[src/rtl/clk_err_pkg.sv]
package clk_err_pkg;

    typedef enum logic {
        DIR_DOWN = 1'b0,
        DIR_UP   = 1'b1
    } cnt_dir_e;

    typedef struct packed {
        logic fast;
        logic match;
    } err_sign_t;

    function automatic err_sign_t classify(input cnt_dir_e dir, input logic is_zero);
        err_sign_t s;
        s.fast  = (dir == DIR_UP);
        s.match = (dir == DIR_DOWN) && is_zero;
        return s;
    endfunction

endpackage

[src/rtl/ce_updown_counter.sv]
module ce_updown_counter
    import clk_err_pkg::*;
#(
    parameter int CNT_W = 16
) (
    input  logic             clk,
    input  logic             rst,
    input  logic             sync_pulse,
    input  logic [CNT_W-1:0] reload_val,
    output logic [CNT_W-1:0] step_cnt,
    output cnt_dir_e         step_dir,
    output logic             armed,
    output logic             sat_hit
);
    localparam logic [CNT_W-1:0] CNT_MAX = '1;
    localparam logic [CNT_W-1:0] CNT_ONE = CNT_W'(1);

    logic [CNT_W-1:0] cnt_q;
    cnt_dir_e         dir_q;
    logic             armed_q;

    // Value the counter would take on this edge without a pulse
    always_comb begin
        step_cnt = cnt_q;
        step_dir = dir_q;
        if (dir_q == DIR_DOWN) begin
            if (cnt_q == '0) begin
                step_cnt = CNT_ONE;
                step_dir = DIR_UP;
            end else begin
                step_cnt = cnt_q - CNT_ONE;
            end
        end else if (cnt_q != CNT_MAX) begin
            step_cnt = cnt_q + CNT_ONE;
        end
    end

    always_ff @(posedge clk) begin
        if (rst) begin
            cnt_q   <= '0;
            dir_q   <= DIR_UP;
            armed_q <= 1'b0;
        end else if (sync_pulse) begin
            cnt_q   <= reload_val;
            dir_q   <= DIR_DOWN;
            armed_q <= 1'b1;
        end else if (armed_q) begin
            cnt_q <= step_cnt;
            dir_q <= step_dir;
        end
    end

    assign armed   = armed_q;
    assign sat_hit = armed_q && (dir_q == DIR_UP) && (cnt_q == CNT_MAX);

    assert_down_step_R3: assert property (@(posedge clk) disable iff (rst)
        (armed_q && dir_q == DIR_DOWN && cnt_q != '0 && !sync_pulse)
        |=> (cnt_q == $past(cnt_q) - CNT_ONE));

    assert_reload_R7: assert property (@(posedge clk) disable iff (rst)
        sync_pulse |=> (cnt_q == $past(reload_val) && dir_q == DIR_DOWN && armed_q));

    assert_no_wrap_R8: assert property (@(posedge clk) disable iff (rst)
        (armed_q && dir_q == DIR_UP && cnt_q == CNT_MAX && !sync_pulse)
        |=> (cnt_q == CNT_MAX));

endmodule

[src/rtl/ce_capture.sv]
module ce_capture
    import clk_err_pkg::*;
#(
    parameter int CNT_W = 16
) (
    input  logic             clk,
    input  logic             rst,
    input  logic             cap_en,
    input  logic [CNT_W-1:0] step_cnt,
    input  cnt_dir_e         step_dir,
    input  logic [CNT_W-1:0] err_limit,
    output logic [CNT_W-1:0] mag,
    output logic             fast,
    output logic             match,
    output logic             valid,
    output logic             warn
);
    logic [CNT_W-1:0] mag_q;
    err_sign_t        sign_q;
    logic             valid_q;
    logic             warn_q;

    always_ff @(posedge clk) begin
        if (rst) begin
            mag_q   <= '0;
            sign_q  <= '0;
            valid_q <= 1'b0;
            warn_q  <= 1'b0;
        end else begin
            valid_q <= cap_en;
            if (cap_en) begin
                mag_q  <= step_cnt;
                sign_q <= classify(step_dir, step_cnt == '0);
                warn_q <= (step_cnt > err_limit);
            end
        end
    end

    assign mag   = mag_q;
    assign fast  = sign_q.fast;
    assign match = sign_q.match;
    assign valid = valid_q;
    assign warn  = warn_q;

    assert_strobe_src_R6: assert property (@(posedge clk) disable iff (rst)
        valid_q |-> $past(cap_en));

    assert_sign_excl_R5: assert property (@(posedge clk) disable iff (rst)
        sign_q.match |-> (!sign_q.fast && mag_q == '0));

    assert_warn_nonzero_R10: assert property (@(posedge clk) disable iff (rst)
        warn_q |-> (mag_q != '0));

endmodule

[src/rtl/ce_miss_latch.sv]
module ce_miss_latch (
    input  logic clk,
    input  logic rst,
    input  logic sat_hit,
    output logic miss
);
    logic miss_q;

    always_ff @(posedge clk) begin
        if (rst)          miss_q <= 1'b0;
        else if (sat_hit) miss_q <= 1'b1;
    end

    assign miss = miss_q;

    assert_sticky_R9: assert property (@(posedge clk) disable iff (rst)
        miss_q |=> miss_q);

endmodule

[src/rtl/clk_err_meter.sv]
module clk_err_meter
    import clk_err_pkg::*;
#(
    parameter int CNT_W = 16
) (
    input  logic             clk,
    input  logic             rst,
    input  logic             sync_pulse,
    input  logic [CNT_W-1:0] reload_val,
    input  logic [CNT_W-1:0] err_limit,
    output logic [CNT_W-1:0] err_mag,
    output logic             err_fast,
    output logic             err_match,
    output logic             err_valid,
    output logic             err_warn,
    output logic             miss_flag
);
    logic [CNT_W-1:0] step_cnt;
    cnt_dir_e         step_dir;
    logic             armed;
    logic             sat_hit;

    ce_updown_counter #(.CNT_W(CNT_W)) u_cnt (
        .clk        (clk),
        .rst        (rst),
        .sync_pulse (sync_pulse),
        .reload_val (reload_val),
        .step_cnt   (step_cnt),
        .step_dir   (step_dir),
        .armed      (armed),
        .sat_hit    (sat_hit)
    );

    ce_capture #(.CNT_W(CNT_W)) u_cap (
        .clk       (clk),
        .rst       (rst),
        .cap_en    (sync_pulse && armed),
        .step_cnt  (step_cnt),
        .step_dir  (step_dir),
        .err_limit (err_limit),
        .mag       (err_mag),
        .fast      (err_fast),
        .match     (err_match),
        .valid     (err_valid),
        .warn      (err_warn)
    );

    ce_miss_latch u_miss (
        .clk     (clk),
        .rst     (rst),
        .sat_hit (sat_hit),
        .miss    (miss_flag)
    );

    assert_first_pulse_R2: assert property (@(posedge clk) disable iff (rst)
        (sync_pulse && !armed) |=> !err_valid);

endmodule

[config.mk]
export PLATFORM = sky130hd
export DESIGN_NAME = clk_err_meter
export DESIGN_NICKNAME = d
export VERILOG_FILES = /design/src/rtl/clk_err_pkg.sv /design/src/rtl/ce_updown_counter.sv /design/src/rtl/ce_capture.sv /design/src/rtl/ce_miss_latch.sv /design/src/rtl/clk_err_meter.sv
export SDC_FILE = /design/constraint.sdc
export NUM_CORES = 1
export LEC_CHECK = 0
export BUFFER_PORTS_ARGS = -buffer_cell sky130_fd_sc_hd__clkbuf_2
export CAP_MARGIN = 20
export CORE_MARGIN = 4
export CORE_UTILIZATION = 40
export CTS_CLUSTER_SIZE = 20
export DETAILED_ROUTE_END_ITERATION = 8
export GPL_TIMING_DRIVEN = 0
export PLACE_DENSITY = 0.62
export SYNTH_ARGS = -nofsm -noshare
export SYNTH_HDL_FRONTEND = slang
export SYNTH_SLANG_ARGS = --single-unit
[constraint.sdc]
create_clock -name clk -period 4.1 [get_ports clk]
set_clock_uncertainty 0.1 [all_clocks]
set_input_delay 0.615 -clock clk [delete_from_list [all_inputs] [get_ports clk]]
set_output_delay 0.615 -clock clk [all_outputs]
set_load 0.05 [all_outputs]
==> results.py, run 1 <==
metrics = {
    "cts": {
        "cts-resized-gates": 0,
        "cts_buffers": 5,
        "cts_tree": "done",
        "clk_pin_slew_ns": 0.09,
        "clock_sinks": 39,
        "root_buffer": "clkbuf_8",
        "cts_setup_buffers": 0,
        "htree_num_levels": 2,
        "hold_buffers": 0,
        "cts_buffer_depth": 2,
        "worstSkewPairLatency_ns": 0.30,
    },
    "timing": {
        "min_period_ns": 3.74,
        "relSlewSlack": 0.529,
        "setup_ws_ns": 0.358,
        "setup_viol": 0,
        "worst_hold_slack_ns": 0.359,
        "hold_viol": 0,
        "worst_pin_slew_ns": 0.707,
        "final_max_slew_viol_count": 0,
        "setup_tns_ns": 0,
        "max_freq_mhz": 267,
        "fin_crit_sh": 0.913,
        "grt_setup_unrepaired": "no",
    },
    "synth": {
        "synthTopCellsByArea": "dfxtp_1 26%, ha_1 8.0%, nor2_1 5.7%, a211oi_1 5.6%, inv_1 4.2%",
        "ys_seq_elements": 39,
        "synth_top_cell_by_area": "dfxtp_1",
        "synthArstFlopShare": 0,
        "yosys_warnings": 0,
        "dominantRegCellSynth": "dfxtp_1",
        "synth_nets": 450,
        "synthDistinctLibCells": 64,
        "synth_area_um2": 2970,
        "syn_area_per_cell_um2": 7.49,
        "synthCells": 396,
        "yosysTopAreaCellShare": 0.263,
        "yosysSeqAreaShare": 0.263,
        "synth_edf_count": 0,
    },
    "setup_path": {
        "cp.required_ns": 4.20,
        "critPathMaxFanout": 9,
        "reg2regPathDepth": 11,
        "endpoint_kind": "register",
        "worst-setup-path-type": "reg -> reg",
        "worstSetupStartpointType": "register",
        "cp_data_arrival_time_ns": 3.84,
    },
    "grt": {
        "use_met1": 0.291,
        "grt_max_degree": 13,
        "grt_pass1_vias": 3178,
        "grt_busiest_layer": "met2",
        "use_met3": 0.0224,
        "use_met2": 0.389,
        "grt_first_pass_wirelength_um": 15800,
        "grt_usage": 0.228,
        "grt_overflow": 0,
        "antenna_found_initial": 0,
    },
    "die": {
        "core-area_um2": 7210,
        "rows": 31,
        "io_pins": 56,
        "start_util": 0.411,
        "die_h_um": 94.1,
        "die_x_um": 94.1,
        "die-area_um2": 8850,
    },
    "final_layout": {
        "mostFrequentLayoutCells": "54 x clkbuf_2, 45 x nor2_1, 39 x dfxtp_1",
        "nets": 511,
        "postLayoutCoreUtil": 0.484,
        "final_common_cell": "clkbuf_2",
        "antenna_cells": 0,
        "drive_gt1_frac": 0.192,
        "stdcell_area_um2": 3490,
        "syn2layout_area_growth_pct": 17.7,
    },
    "routing": {
        "drc": 0,
        "postRouteAntennaNets": 0,
        "drtIter0Drc": 243,
        "routed_wirelength_um": 9880,
        "drt_first_pass_iters": 5,
        "wl_per_cell_um": 17.7,
        "vias": 3265,
        "post_drt_via_cell_ratio": 5.86,
    },
    "power": {
        "ir_drop_v": 0.000174,
        "pwr-share-comb": 0.342,
        "p_seq_frac": 0.383,
        "swShare": 0.373,
        "power_density_nw_per_um2": 316,
        "leakage_nw": 1.54,
        "pwr-share-clk": 0.276,
        "p_sw_uw": 411,
        "p_int_uw": 690,
    },
    "place": {
        "dpl_worst_slack_ns": 0.206,
        "place_area_um2": 3360,
        "dp_hpwl_um": 7320,
        "place.gp.congestion": 0.936,
        "port_buffers": 54,
    },
    "hold_path": {
        "whs_path_depth": 2,
        "hold_class": "reg -> reg",
    },
    "status": {
        "status": "finished clean",
    },
    "job": {
        "maxCapViolCount": 0,
    },
}
==> layer usage <==
metal	part of all wire	routed length [µm]	up-vias
li1	-	-	1560
met1	0.42	4200	1530
met2	0.48	4770	154
met3	0.068	676	21
met4	0.024	233	0
met5	0	0	-
==> kinds of logic after synthesis <==
group,share of synthesized area
DFF,0.263
buffers and inverters,0.0932
and+or+nand+nor,0.273
adders and majority gates,0.0802
muxes,0.0139
AOI/OAI and AO/OA,0.253
xor gates and xnor gates,0.0236
==> Yosys cell counts, types with 3 or more instances <==
cell type	n
a211o_1	3
a211oi_1	22
a21o_1	6
a21oi_1	24
a221oi_1	3
a31oi_1	4
and3_1	7
and4_1	4
buf_1	3
buf_2	8
clkbuf_1	18
dfxtp_1	39
ha_1	19
inv_1	33
mux2i_1	3
nand2_1	28
nand3_1	12
nand3b_1	3
nand4_1	14
nor2_1	45
nor2b_1	5
nor3_1	13
nor4_1	5
o21a_1	4
o21ai_0	10
o22a_1	5
xnor2_1	5
xor2_1	3
==> worst paths after layout <==
| kind | from | end | slack [ns] |
|---|---|---|---|
| worst max register to register | u_cnt.cnt_q[1] | u_cap.warn | 0.36 |
| worst min-delay path | u_cap.mag[0] | u_cap.mag[0] | 0.36 |
| worst max-delay path | u_cnt.cnt_q[1] | u_cap.warn | 0.36 |
| worst min register to register | u_cap.mag[0] | u_cap.mag[0] | 0.36 |
==> power groups by stage <==
| stage | clock network [mW] | registers [mW] | logic (mW) |
|---|---|---|---|
| 2_1_floorplan | 0 | 0.458 | 0.230 |
| 3_3_place_gp | 0 | 0.428 | 0.363 |
| 3_5_place_dp | 0 | 0.429 | 0.366 |
| 4_1_cts | 0.309 | 0.420 | 0.368 |
| 5_1_grt | 0.325 | 0.424 | 0.412 |
| 6_report | 0.304 | 0.422 | 0.377 |
==> state kept, by name (all words and copies together), names as in the netlist <==
name	cells
u_cap.warn	1
u_cnt.dir_q	1
u_cnt.cnt_q	16
u_cnt.armed	1
u_cap.match	1
u_cap.mag	16
u_cap.fast	1
u_miss.miss	1
u_cap.valid	1
==> per-stage QoR <==
step,instances,power [mW]
floorplan,396,0.688
global placement,549,0.791
detailed placement,549,0.795
CTS,557,1.10
global route,557,1.16
finish,557,1.10
==> worst max-delay path, stage by stage (launching register included) <==
cell and delay, ns:
dfxtp_1 0.49, ha_1 0.32, and4_1 0.26, nand4_1 0.39
a31o_1 0.37, a221oi_2 0.49, ha_1 0.27, o21a_1 0.12
nor2_1 0.04, a2111oi_0 0.37, a21oi_1 0.12, o41ai_1 0.30
==> cell type report <==
class	count	area, µm²
fillers	769	3720
flip-flops and latches	39	781
clock inverters	1	7.51
plain buffers	32	149
repair buffers	54	270
clock buffers	7	96.3
well taps	99	124
multi-input cells	291	1930
inverters	34	128
Power figures use the tool's default switching activity.
==> inputs of run 2 (changes only) <==
--- a/config.mk
+++ b/config.mk
@@ -8,11 +8,11 @@
 export BUFFER_PORTS_ARGS = -buffer_cell sky130_fd_sc_hd__clkbuf_2
 export CAP_MARGIN = 20
 export CORE_MARGIN = 4
-export CORE_UTILIZATION = 40
+export CORE_UTILIZATION = 56
 export CTS_CLUSTER_SIZE = 20
 export DETAILED_ROUTE_END_ITERATION = 8
 export GPL_TIMING_DRIVEN = 0
-export PLACE_DENSITY = 0.62
+export PLACE_DENSITY = 0.81
 export SYNTH_ARGS = -nofsm -noshare
 export SYNTH_HDL_FRONTEND = slang
 export SYNTH_SLANG_ARGS = --single-unit
==> results.py, run 2 (synthesis gave the netlist of run 1 again) <==
metrics = {
    "status": {
        "status": "finished clean",
    },
    "die": {
        "core-area_um2": 5110,
        "die-area_um2": 6520,
        "rows": 26,
        "die_x_um": 80.8,
        "io_pins": 56,
        "start_util": 0.581,
        "die_h_um": 80.8,
    },
    "timing": {
        "setup_ws_ns": 0.390,
        "setup_tns_ns": 0,
        "final_max_slew_viol_count": 0,
        "min_period_ns": 3.71,
        "hold_viol": 0,
        "fin_crit_sh": 0.905,
        "max_freq_mhz": 270,
        "relSlewSlack": 0.601,
        "worst_pin_slew_ns": 0.593,
        "setup_viol": 0,
        "grt_setup_unrepaired": "no",
    },
    "setup_path": {
        "worstSetupStartpointType": "register",
        "timing.rr.start": "u_cnt.cnt_q[1]",
        "cp_data_arrival_time_ns": 3.81,
        "critPathMaxFanout": 9,
        "regToRegEndpoint": "u_cap.warn",
        "cp.required_ns": 4.20,
        "worst-setup-path-type": "reg -> reg",
        "reg2regPathDepth": 11,
        "rrSetupSlack_ns": 0.39,
        "endpoint_kind": "register",
    },
    "cts": {
        "htree_num_levels": 2,
        "hold_buffers": 0,
        "cts_setup_buffers": 0,
        "cts_tree": "done",
        "clock_sinks": 39,
        "cts_buffers": 5,
        "worstSkewPairLatency_ns": 0.30,
        "clk_pin_slew_ns": 0.08,
        "cts_buffer_depth": 2,
        "root_buffer": "clkbuf_8",
    },
    "routing": {
        "drt_first_pass_iters": 5,
        "post_drt_via_cell_ratio": 6.20,
        "routed_wirelength_um": 9130,
        "drtIter0Drc": 272,
        "wl_per_cell_um": 17.3,
        "vias": 3274,
        "postRouteAntennaNets": 0,
        "drc": 0,
    },
    "final_layout": {
        "syn2layout_area_growth_pct": 15.7,
        "final_common_cell": "clkbuf_2",
        "antenna_cells": 0,
        "nets": 511,
        "drive_gt1_frac": 0.190,
        "mostFrequentLayoutCells": "54 x clkbuf_2, 45 x nor2_1, 39 x dfxtp_1",
    },
    "place": {
        "place.gp.congestion": 0.934,
        "dpl_worst_slack_ns": 0.254,
        "dp_hpwl_um": 6840,
        "port_buffers": 54,
    },
    "grt": {
        "grt_overflow": 0,
        "grt_max_degree": 14,
        "grt_pass1_vias": 3032,
        "antenna_found_initial": 0,
        "grt_first_pass_wirelength_um": 14700,
        "grt_usage": 0.293,
    },
    "hold_path": {
        "min_to": "u_cap.mag[0]",
        "min-delay-start": "u_cap.mag[0]",
        "whs_path_depth": 2,
        "hold_class": "reg -> reg",
    },
    "power": {
        "leakage_nw": 1.53,
        "ir_drop_v": 0.000205,
        "power_density_nw_per_um2": 310,
    },
    "job": {
        "maxCapViolCount": 0,
    },
}
-- run 2: changes by cell type in the layout (fill, tap and decap cells not counted) --
| cell | before | now |
|---|---|---|
| a2bb2oi_1 | 1 | 2 |
| a2bb2oi_2 | 1 | 0 |
| clkbuf_8 | 7 | 5 |
| clkinv_2 | 0 | 1 |
| clkinvlp_4 | 1 | 2 |
-- run 2: how the worst max path moves through the flow --
| stage | slack (ns) | cells after the start | startpoint | endpoint |
|---|---|---|---|---|
| floorplan | 0.99 | 13 | u_cnt.cnt_q[0] | u_cap.warn |
| global placement | 0.19 | 12 | u_cnt.cnt_q[0] | u_cap.warn |
| detailed placement | 0.25 | 12 | u_cnt.cnt_q[0] | u_cap.warn |
| CTS | 0.20 | 12 | u_cnt.cnt_q[0] | u_cap.warn |
| global route | 0.16 | 13 | u_cnt.cnt_q[0] | u_cap.warn |
| finish | 0.39 | 11 | u_cnt.cnt_q[1] | u_cap.warn |
-- run 2: cell type report --
class                           instances  area [µm²]
Multi-Input combinational cell        291        1930
Fill cell                             444        1680
Sequential cell                        39         781
Timing Repair Buffer                   54         270
Buffer                                 32         149
Inverter                               34         128
Tap cell                               70        87.6
Clock buffer                            5        68.8
Clock inverter                          3        20.0
-- run 2: metrics by stage --
| step | power, mW | hold slack (ns) | cell area, µm² | util | cells |
|---|---|---|---|---|---|
| after global routing | 1.12 | 0.403 | 3430 | 0.672 | 528 |
| after floorplan | 0.688 | 0.503 | 2970 | - | 396 |
| after detailed placement | 0.787 | 0.352 | 3320 | 0.651 | 520 |
| after global placement | 0.783 | 0.348 | 3320 | 0.651 | 520 |
| after CTS | 1.05 | 0.363 | 3410 | 0.668 | 528 |
| final | 1.06 | 0.362 | 3430 | 0.672 | 528 |
-- run 2: worst max-delay path, stage by stage, from the launching register on --
cell       delay (ns)
dfxtp_1          0.51
ha_1             0.33
and4_1           0.26
nand4_1          0.41
a31o_1           0.39
a221oi_2         0.39
ha_1             0.25
o21a_1           0.13
nor2_1           0.03
a2111oi_0        0.39
a21oi_1          0.12
o41ai_1          0.30
-- run 2: power breakdown --
group	switching, mW	total [mW]	internal (mW)
clock	0.152	0.271	0.119
sequential	0.0197	0.421	0.402
combinational	0.236	0.370	0.134
-- run 2: what timing repair did --
item	in CTS	in global routing
resized for setup	0	3
setup endpoints to repair	0	1
endpoints found under the hold margin	0	0
-- run 2: per-layer routing --
layer / vias to the layer above / track usage / wire length (µm)
met4: 0 / 0.166 / 386
met2: 184 / 0.463 / 4110
li1: 1564 / - / -
met1: 1488 / 0.373 / 3770
met3: 38 / 0.0576 / 865
met5: - / 0 / 0
